### src/rtl/hsum_reducer.sv
module hsum_reducer #(
  parameter int ELEMS = 16,
  parameter int EW    = 8
) (
  input  logic                clk,
  input  logic                rst_n,
  input  logic                in_valid,
  input  logic [ELEMS*EW-1:0] in_vec,
  input  logic [1:0]          group_sel,
  input  logic                sub_en,
  input  logic                signed_en,
  output logic                out_valid,
  output logic [ELEMS*EW-1:0] out_vec
);
  localparam int VW = ELEMS * EW;
  localparam int PW = 2 * EW;
  localparam int QW = 4 * EW;
  localparam int OW = 8 * EW;
  localparam int NP = ELEMS / 2;
  localparam int NQ = ELEMS / 4;
  localparam int NO = ELEMS / 8;

  logic [NP-1:0][PW-1:0] pair_sum, pair_dif;
  logic [NQ-1:0][QW-1:0] quad_sum;
  logic [NO-1:0][OW-1:0] oct_sum;
  logic [VW-1:0]         next_vec;

  for (genvar k = 0; k < NP; k++) begin : g_pair
    logic [EW-1:0] a, b;
    assign a = in_vec[(2*k)*EW +: EW];
    assign b = in_vec[(2*k+1)*EW +: EW];
    assign pair_sum[k] = {{EW{signed_en & a[EW-1]}}, a} + {{EW{signed_en & b[EW-1]}}, b};
    assign pair_dif[k] = {{EW{a[EW-1]}}, a} - {{EW{b[EW-1]}}, b};
  end

  for (genvar k = 0; k < NQ; k++) begin : g_quad
    logic [PW-1:0] p0, p1;
    assign p0 = pair_sum[2*k];
    assign p1 = pair_sum[2*k+1];
    assign quad_sum[k] = {{(QW-PW){signed_en & p0[PW-1]}}, p0} + {{(QW-PW){signed_en & p1[PW-1]}}, p1};
  end

  for (genvar k = 0; k < NO; k++) begin : g_oct
    logic [QW-1:0] q0, q1;
    assign q0 = quad_sum[2*k];
    assign q1 = quad_sum[2*k+1];
    assign oct_sum[k] = {{(OW-QW){signed_en & q0[QW-1]}}, q0} + {{(OW-QW){signed_en & q1[QW-1]}}, q1};
  end

  assign next_vec = sub_en             ? pair_dif :
                    (group_sel == 2'd1) ? quad_sum :
                    (group_sel == 2'd2) ? oct_sum  : pair_sum;

  always_ff @(posedge clk) begin
    if (!rst_n) begin
      out_valid <= 1'b0;
      out_vec   <= '0;
    end else begin
      out_valid <= in_valid;
      if (in_valid) out_vec <= next_vec;
    end
  end

  assert_valid_latency_R8: assert property (@(posedge clk) disable iff (!rst_n)
    $past(rst_n) |-> out_valid == $past(in_valid));

  assert_hold_idle_R9: assert property (@(posedge clk) disable iff (!rst_n)
    !in_valid |=> $stable(out_vec));

  for (genvar k = 0; k < NP; k++) begin : g_chk_dif
    assert_dif_range_R5: assert property (@(posedge clk) disable iff (!rst_n)
      (in_valid && sub_en) |=>
        out_vec[k*PW+EW+1 +: PW-EW-1] == {(PW-EW-1){out_vec[k*PW+EW]}});
  end

  for (genvar k = 0; k < NO; k++) begin : g_chk_oct
    assert_oct_bound_R3: assert property (@(posedge clk) disable iff (!rst_n)
      (in_valid && !sub_en && group_sel == 2'd2 && !signed_en) |=>
        out_vec[k*OW+EW+3 +: OW-EW-3] == '0);
  end
endmodule

### config.mk
export PLATFORM = sky130hd
export DESIGN_NAME = hsum_reducer
export DESIGN_NICKNAME = d
export VERILOG_FILES = /design/src/rtl/hsum_reducer.sv
export SDC_FILE = /design/constraint.sdc
export NUM_CORES = 1
export LEC_CHECK = 0
export BUFFER_PORTS_ARGS = -buffer_cell sky130_fd_sc_hd__buf_2
export CORE_ASPECT_RATIO = 0.6
export CORE_UTILIZATION = 50
export CTS_BUF_LIST = sky130_fd_sc_hd__clkbuf_8
export CTS_CLUSTER_DIAMETER = 120
export CTS_CLUSTER_SIZE = 20
export DETAILED_ROUTE_END_ITERATION = 6
export PLACE_DENSITY_LB_ADDON = 0.12
export SYNTH_ARGS = -nofsm -noshare
export SYNTH_HDL_FRONTEND = slang
export SYNTH_SLANG_ARGS = --single-unit
export TNS_END_PERCENT = 50
### constraint.sdc
create_clock -name clk -period 6.4 [get_ports clk]
set_clock_uncertainty 0.05 [all_clocks]
set_input_delay 0.32 -clock clk [delete_from_list [all_inputs] [get_ports clk]]
set_output_delay 0.32 -clock clk [all_outputs]
set_load 0.005 [all_outputs]
==> flow_metrics.tcl, run 1 <==
set metrics [dict create \
    cap_viol_max_count 0 \
    cp_max_fo 9 \
    cts_setup_buffers 0 \
    max_freq_mhz 177 \
    worstSkewPairLatency_ps 480 \
    cts_sinks 117 \
    required_ps 6770 \
    rsz0062_at_grt "false" \
    period_share_pct 88.5 \
    drt-wirelength-per-cell_um 21.2 \
    cts_tree "yes" \
    multi_input_area_um2 12400 \
    syn_avg_cell_area_um2 7.43 \
    row_count 50 \
    overflow 0 \
    worst_slew_pin_slew_ps 885 \
    area_growth_pct 12.8 \
    irDropWorstVdd_v 0.000169 \
    slew_viol_final 0 \
    fillers 3074 \
    pre_cts_slack_ps 474 \
    die-area_um2 32600 \
    seq_area_um2 2340 \
    cts_hold_buf 0 \
    cts.path.max_buffers 2 \
    htreeDepth 4 \
    hold_path_depth 5 \
    initial_core_util_pct 50.9 \
    die_y_um 140 \
    nets 2728 \
    drc_errors 0 \
    die_x_um 232 \
    async_flop_share_pct 0 \
    crit_arrival_ps 6030 \
    min_to "out_vec[113]" \
    path_class "input pin to flip-flop" \
    drtPass1Iterations 6 \
    drive_gt1_share_pct 15.9 \
    syn_inst 2144 \
    worstSetupEndpointType "flip-flop" \
    cpPeakStageDelay_ps 530 \
    min-delay-start "in_vec[121]" \
    ys_warn_count 0 \
    crit_top_cell "a21oi_1" \
    wl_um 59100 \
    cts_resized 0 \
    cts_root_buf "clkbuf_8" \
    port-buffer-count 263 \
    ant_nets 0 \
    finalHoldViolCount 0 \
    dpl.hpwl_um 46500 \
    coreArea_um2 31300 \
    setup_tns_ps 0 \
    ys_ff_latch 117 \
    grt_start_max_net_pins 59 \
    cts_buffers 17 \
    r2r_setup_slack_ps 5110 \
    final.setup.worst_slack_ps 736 \
    synth_cell_types 102 \
    p_per_area_nw_per_um2 343 \
    cp_slowest_cell "o31ai_4" \
    drt_iter0_markers 1977 \
    antenna_cells 0 \
    hp-class "input pin to flip-flop" \
    status "complete, no violations" \
    synth_ff_type "dfxtp_1" \
    worstReg2RegEnd "out_vec[32]" \
    grt_pass1_vias 15400 \
    critPathLaunchType "input pin" \
    syn_nets 2517 \
    dp.cells 2752 \
    synth_area_um2 15900 \
    grt_pass1_wl_um 89400 \
    place_congestion 0.965 \
    r2r_cells 5 \
    track_usage_pct 35.7 \
    final_cells 2783 \
    antenna_found_initial 1 \
    ys_seq_area_share_pct 14.7 \
    final_cell_area_um2 18000 \
    synth-edff-count 0 \
    leakagePower_nw 8.69 \
    slew_headroom_pct 40.6 \
    place_area_um2 17600 \
    timing.rr.start "out_vec[32]" \
    clkTransAtPathRegs_ps 80 \
    io_pins 264 \
    setup-violations-final 0 \
    drt-vias-per-instance 6.06 \
    num_vias 16900 \
    fin_crit_ps 5660 \
]
## layout make-up
| cell class | count | area share [%] |
|---|---|---|
| multi-input combinational | 1724 | 69.0 |
| sequential | 117 | 13.0 |
| timing repair buffer | 292 | 8.55 |
| inverter | 203 | 4.24 |
| tap | 416 | 2.90 |
| clock buffer | 20 | 1.53 |
| clock inverter | 11 | 0.745 |
## registers in the layout (all words and copies together), names as in the netlist
register	count
out_valid	1
out_vec	116
## worst max-delay path by stage
stage / start / end / slack, ps / cells after the start
after floorplan: in_vec[96] / out_vec[119] / 1520 / 24
after global placement: in_vec[121] / out_vec[119] / 510 / 25
after detailed placement: in_vec[121] / out_vec[119] / 470 / 25
after CTS: in_vec[121] / out_vec[103] / 980 / 25
after global routing: in_vec[121] / out_vec[119] / 470 / 25
final: in_vec[121] / out_vec[97] / 740 / 25
## stage by stage
stage | utilization [%] | total power, mW | hold WS [ps]
after detailed placement | 56.1 | 5.22 | 389
after global routing | 57.4 | 6.58 | 338
after floorplan | - | 4.06 | 385
final | 57.4 | 6.16 | 305
after CTS | 57.4 | 5.99 | 286
after global placement | 56.1 | 5.18 | 386
## layout by cell type (no fill, tap or decap), drive strengths merged, types with 17 or more instances in the layout
cell,count
a211oi,45
a21o,40
a21oi,235
a22o,17
a22oi,17
a31oi,27
and2,32
buf,292
clkbuf,20
dfxtp,117
fa,22
ha,216
inv,202
nand2,154
nand2b,47
nand3,25
nor2,169
nor2b,44
nor3,27
o211ai,22
o21a,21
o21ai,159
o21bai,44
o221ai,22
xnor2,108
xor2,47
## routing by layer
metal	part of all wire [%]	global-route usage, %	up-vias	wire, µm
li1	-	-	8018	-
met1	49	55.5	7907	28800
met5	0	0	-	0
met3	12	9.39	78	7070
met4	1.6	7.53	0	921
met2	38	47.7	869	22200
## synth_stat cells, types with 6 or more instances
| cell type | count | area, µm² |
|---|---|---|
| a21oi_1 | 233 | 1170 |
| ha_1 | 216 | 2700 |
| inv_1 | 201 | 754 |
| nor2_1 | 168 | 631 |
| o21ai_0 | 154 | 771 |
| nand2_1 | 153 | 574 |
| dfxtp_1 | 117 | 2340 |
| xnor2_1 | 106 | 928 |
| clkbuf_1 | 66 | 248 |
| nand2b_1 | 47 | 294 |
| xor2_1 | 45 | 394 |
| a211oi_1 | 44 | 330 |
| nor2b_1 | 44 | 275 |
| o21bai_1 | 42 | 315 |
| a21o_1 | 40 | 300 |
| and2_1 | 30 | 188 |
| nor3_1 | 27 | 135 |
| a31oi_1 | 26 | 163 |
| nand3_1 | 25 | 125 |
| fa_1 | 22 | 440 |
| o221ai_1 | 22 | 193 |
| o21a_1 | 21 | 158 |
| o211ai_1 | 20 | 150 |
| a22oi_1 | 17 | 128 |
| a22o_1 | 16 | 140 |
| buf_1 | 13 | 48.8 |
| buf_4 | 13 | 97.6 |
| mux2i_1 | 12 | 120 |
| a221oi_1 | 11 | 96.3 |
| and3_1 | 11 | 68.8 |
| o22ai_1 | 11 | 68.8 |
| a311oi_1 | 10 | 87.6 |
| a21boi_0 | 9 | 67.6 |
| nand4_1 | 9 | 56.3 |
| a31o_2 | 8 | 70.1 |
| o31ai_1 | 7 | 52.6 |
| or3_1 | 7 | 43.8 |
| a2111oi_0 | 6 | 52.6 |
| nor3b_1 | 6 | 45.0 |
## critical path: cells and delay by family
| kind | cells | cell delay [ps] |
|---|---|---|
| simple gates | 4 | 470 |
| buf+inv | 2 | 200 |
| compound gates | 14 | 3190 |
| xor+xnor | 2 | 880 |
| fa+ha+maj | 3 | 950 |
## power by group
group	switching (mW)	internal (mW)	leakage (nW)
sequential	0.0632	0.813	0.968
combinational	2.75	1.77	7.50
clock	0.352	0.408	0.217
total	3.16	3.00	8.69
## cell families (layout without fill, tap and decap cells)
kind of cell	Yosys count	after routing	synth area share [%]
flops	117	117	14.7
fa+ha+maj	239	239	19.8
xor+xnor	155	155	8.78
mux	18	18	1.20
simple gates	549	549	16.5
buf+inv	303	526	7.59
compound gates	763	763	31.5
Power figures use the tool's default switching activity.
==> inputs of run 2 (changes only) <==
Settings changed: ABC_AREA set to 1.
==> run 2 against run 1 <==
  * Hold slack got worse by 76 ps
  * Cell count increased by 7.6%
  * Clock power increased by 6.1%
  * Combinational power decreased by 12%
  * First-iteration DRC count decreased by 11%
  * Global-route usage decreased by 2.0 points
  * Area after synthesis decreased by 3.9%
  * Maximum frequency increased by 0.11%
  * Via count decreased by 1.7%
==> flow_metrics.tcl, run 2 <==
set metrics [dict create \
    synthTopCellsByArea "ha_1, dfxtp_1, nand2_1" \
    synth_cell_types 53 \
    gr-usage-met1_pct 54.0 \
    place_area_um2 16800 \
    pre_cts_slack_ps 449 \
    cts.path.max_buffers 2 \
    antenna_found_initial 0 \
    num_vias 16600 \
    rsz0062_at_grt "false" \
    worst_slew_pin_slew_ps 938 \
    min-delay-start "in_vec[24]" \
    cts_resized 0 \
    port-buffer-count 263 \
    io_pins 264 \
    crit_buf_inv 4 \
    cts_root_buf "clkbuf_8" \
    drc_errors 0 \
    place_congestion 1.02 \
    die_x_um 228 \
    area_growth_pct 12.7 \
    synth.largest_area_cell "ha_1" \
    cp_max_fo 13 \
    max_freq_mhz 177 \
    track_usage_pct 33.7 \
    cts_sinks 117 \
    cpPeakStageDelay_ps 470 \
    synth-edff-count 0 \
    dpl.hpwl_um 42600 \
    setup_tns_ps 0 \
    critPathLaunchType "input pin" \
    synth_top_area_share_pct 17.7 \
    worstReg2RegEnd "out_vec[63]" \
    r2r_cells 2 \
    synth.most_common_cell "nand2_1" \
    grt_pass1_vias 14700 \
    largest_reg_flops 116 \
    wl_um 54100 \
    cts_setup_buffers 0 \
    overflow 0 \
    antenna_cells 0 \
    final_cell_mix "nand2_1, inv_1, a21oi_1" \
    async_flop_share_pct 0 \
    top_regs "out_vec (116), out_valid (1)" \
    drt-vias-per-instance 5.54 \
    p_per_area_nw_per_um2 327 \
    irDropWorstVdd_v 0.000223 \
    period_share_pct 88.4 \
    crit_top_cell "nand2_1" \
    ys_ff_latch 117 \
    grt_pass1_wl_um 81900 \
    final_common_cell "nand2_1" \
    syn_nets 2749 \
    cts_buffers 17 \
    ys_warn_count 0 \
    worstSetupEndpointType "flip-flop" \
    min_to "out_vec[16]" \
    crit_arrival_ps 6000 \
    leakagePower_nw 9.38 \
    cts_hold_buf 0 \
    cp_slowest_cell "xor2_1" \
    synth_area_um2 15300 \
    htreeDepth 4 \
    cts_tree "yes" \
    status "complete, no violations" \
    ys_seq_area_share_pct 15.3 \
    setup-violations-final 0 \
    yosys-top-cells-count "nand2_1, inv_1, a21oi_1" \
    grt_start_max_net_pins 79 \
    hold_path_depth 5 \
    required_ps 6740 \
    drt_iter0_markers 1762 \
    drt-wirelength-per-cell_um 18.1 \
    ant_nets 0 \
    slew_headroom_pct 37.2 \
    drive_gt1_share_pct 14.8 \
    fin_crit_ps 5660 \
    grt_use_met3_pct 9.27 \
    grt_use_met2_pct 42.9 \
    hp-class "input pin to flip-flop" \
    worstSkewPairLatency_ps 490 \
    synth_ff_type "dfxtp_1" \
    path_class "input pin to flip-flop" \
    row_count 49 \
    hold_ws_ps 230 \
    grt.busiest_layer "met1" \
    coreArea_um2 30000 \
    initial_core_util_pct 51.0 \
    finalHoldViolCount 0 \
    syn_avg_cell_area_um2 6.44 \
    syn_inst 2376 \
    nets 2948 \
    top_register "out_vec" \
    final.setup.worst_slack_ps 742 \
    clkTransAtPathRegs_ps 80 \
    final_cell_area_um2 17200 \
    slew_viol_final 0 \
    die-area_um2 31300 \
    cap_viol_max_count 0 \
    timing.rr.start "out_vec[63]" \
    drtPass1Iterations 6 \
    crit_family "simple AND/OR/NAND/NOR gates" \
    r2r_setup_slack_ps 5530 \
    die_y_um 138 \
]
==> run 2: stage by stage <==
step           util [%]  cells  power, mW
2_1_floorplan         -   2376       3.66
3_3_place_gp       56.0   2964       4.67
3_5_place_dp       56.0   2964       4.69
6_report           57.4   2995       5.65
4_1_cts            57.4   2995       5.52
5_1_grt            57.4   2995       6.10
==> run 2: worst max path at each step <==
stage	start	end	slack (ps)	cells after the start
after floorplan	in_vec[122]	out_vec[114]	1610	37
after global placement	in_vec[72]	out_vec[117]	530	34
after detailed placement	in_vec[72]	out_vec[117]	450	34
after CTS	in_vec[72]	out_vec[117]	950	34
after global routing	in_vec[72]	out_vec[117]	240	34
final	in_vec[72]	out_vec[117]	740	34
==> run 2: cell families after synthesis <==
group	after synthesis	share of synthesized area [%]
and+or+nand+nor	760	20.9
AOI/OAI and AO/OA	665	24.2
buffers and inverters	476	12.2
adders and majority gates	238	20.5
xor gates and xnor gates	120	6.91
DFF	117	15.3
==> run 2: final cells by class <==
| cell class | instances | area [µm²] |
|---|---|---|
| inverter | 378 | 1420 |
| timing repair buffer | 278 | 1430 |
| tap | 408 | 510 |
| fill | 2986 | 12800 |
| multi-input combinational | 1783 | 11100 |
| sequential | 117 | 2340 |
| clock buffer | 20 | 275 |
| clock inverter | 11 | 158 |
==> run 2: worst register-to-register path, stage by stage (launching register included) <==
cell and delay [ps]:
dfxtp_1 490, o21ai_0 120, a21oi_1 150
==> run 2: report_power, final <==
part | total, mW | internal [mW] | leakage [nW] | switching [mW]
clock network | 0.806 | 0.448 | 0.223 | 0.358
registers | 0.845 | 0.803 | 0.969 | 0.0426
logic | 3.99 | 1.37 | 8.19 | 2.62
==> run 2: metal layers <==
layer  vias to the layer above  part of all wire [%]
met5                         -                     0
met4                         0                  0.95
met3                        38                    11
met2                       796                    36
met1                      7547                    52
li1                       8212                     -
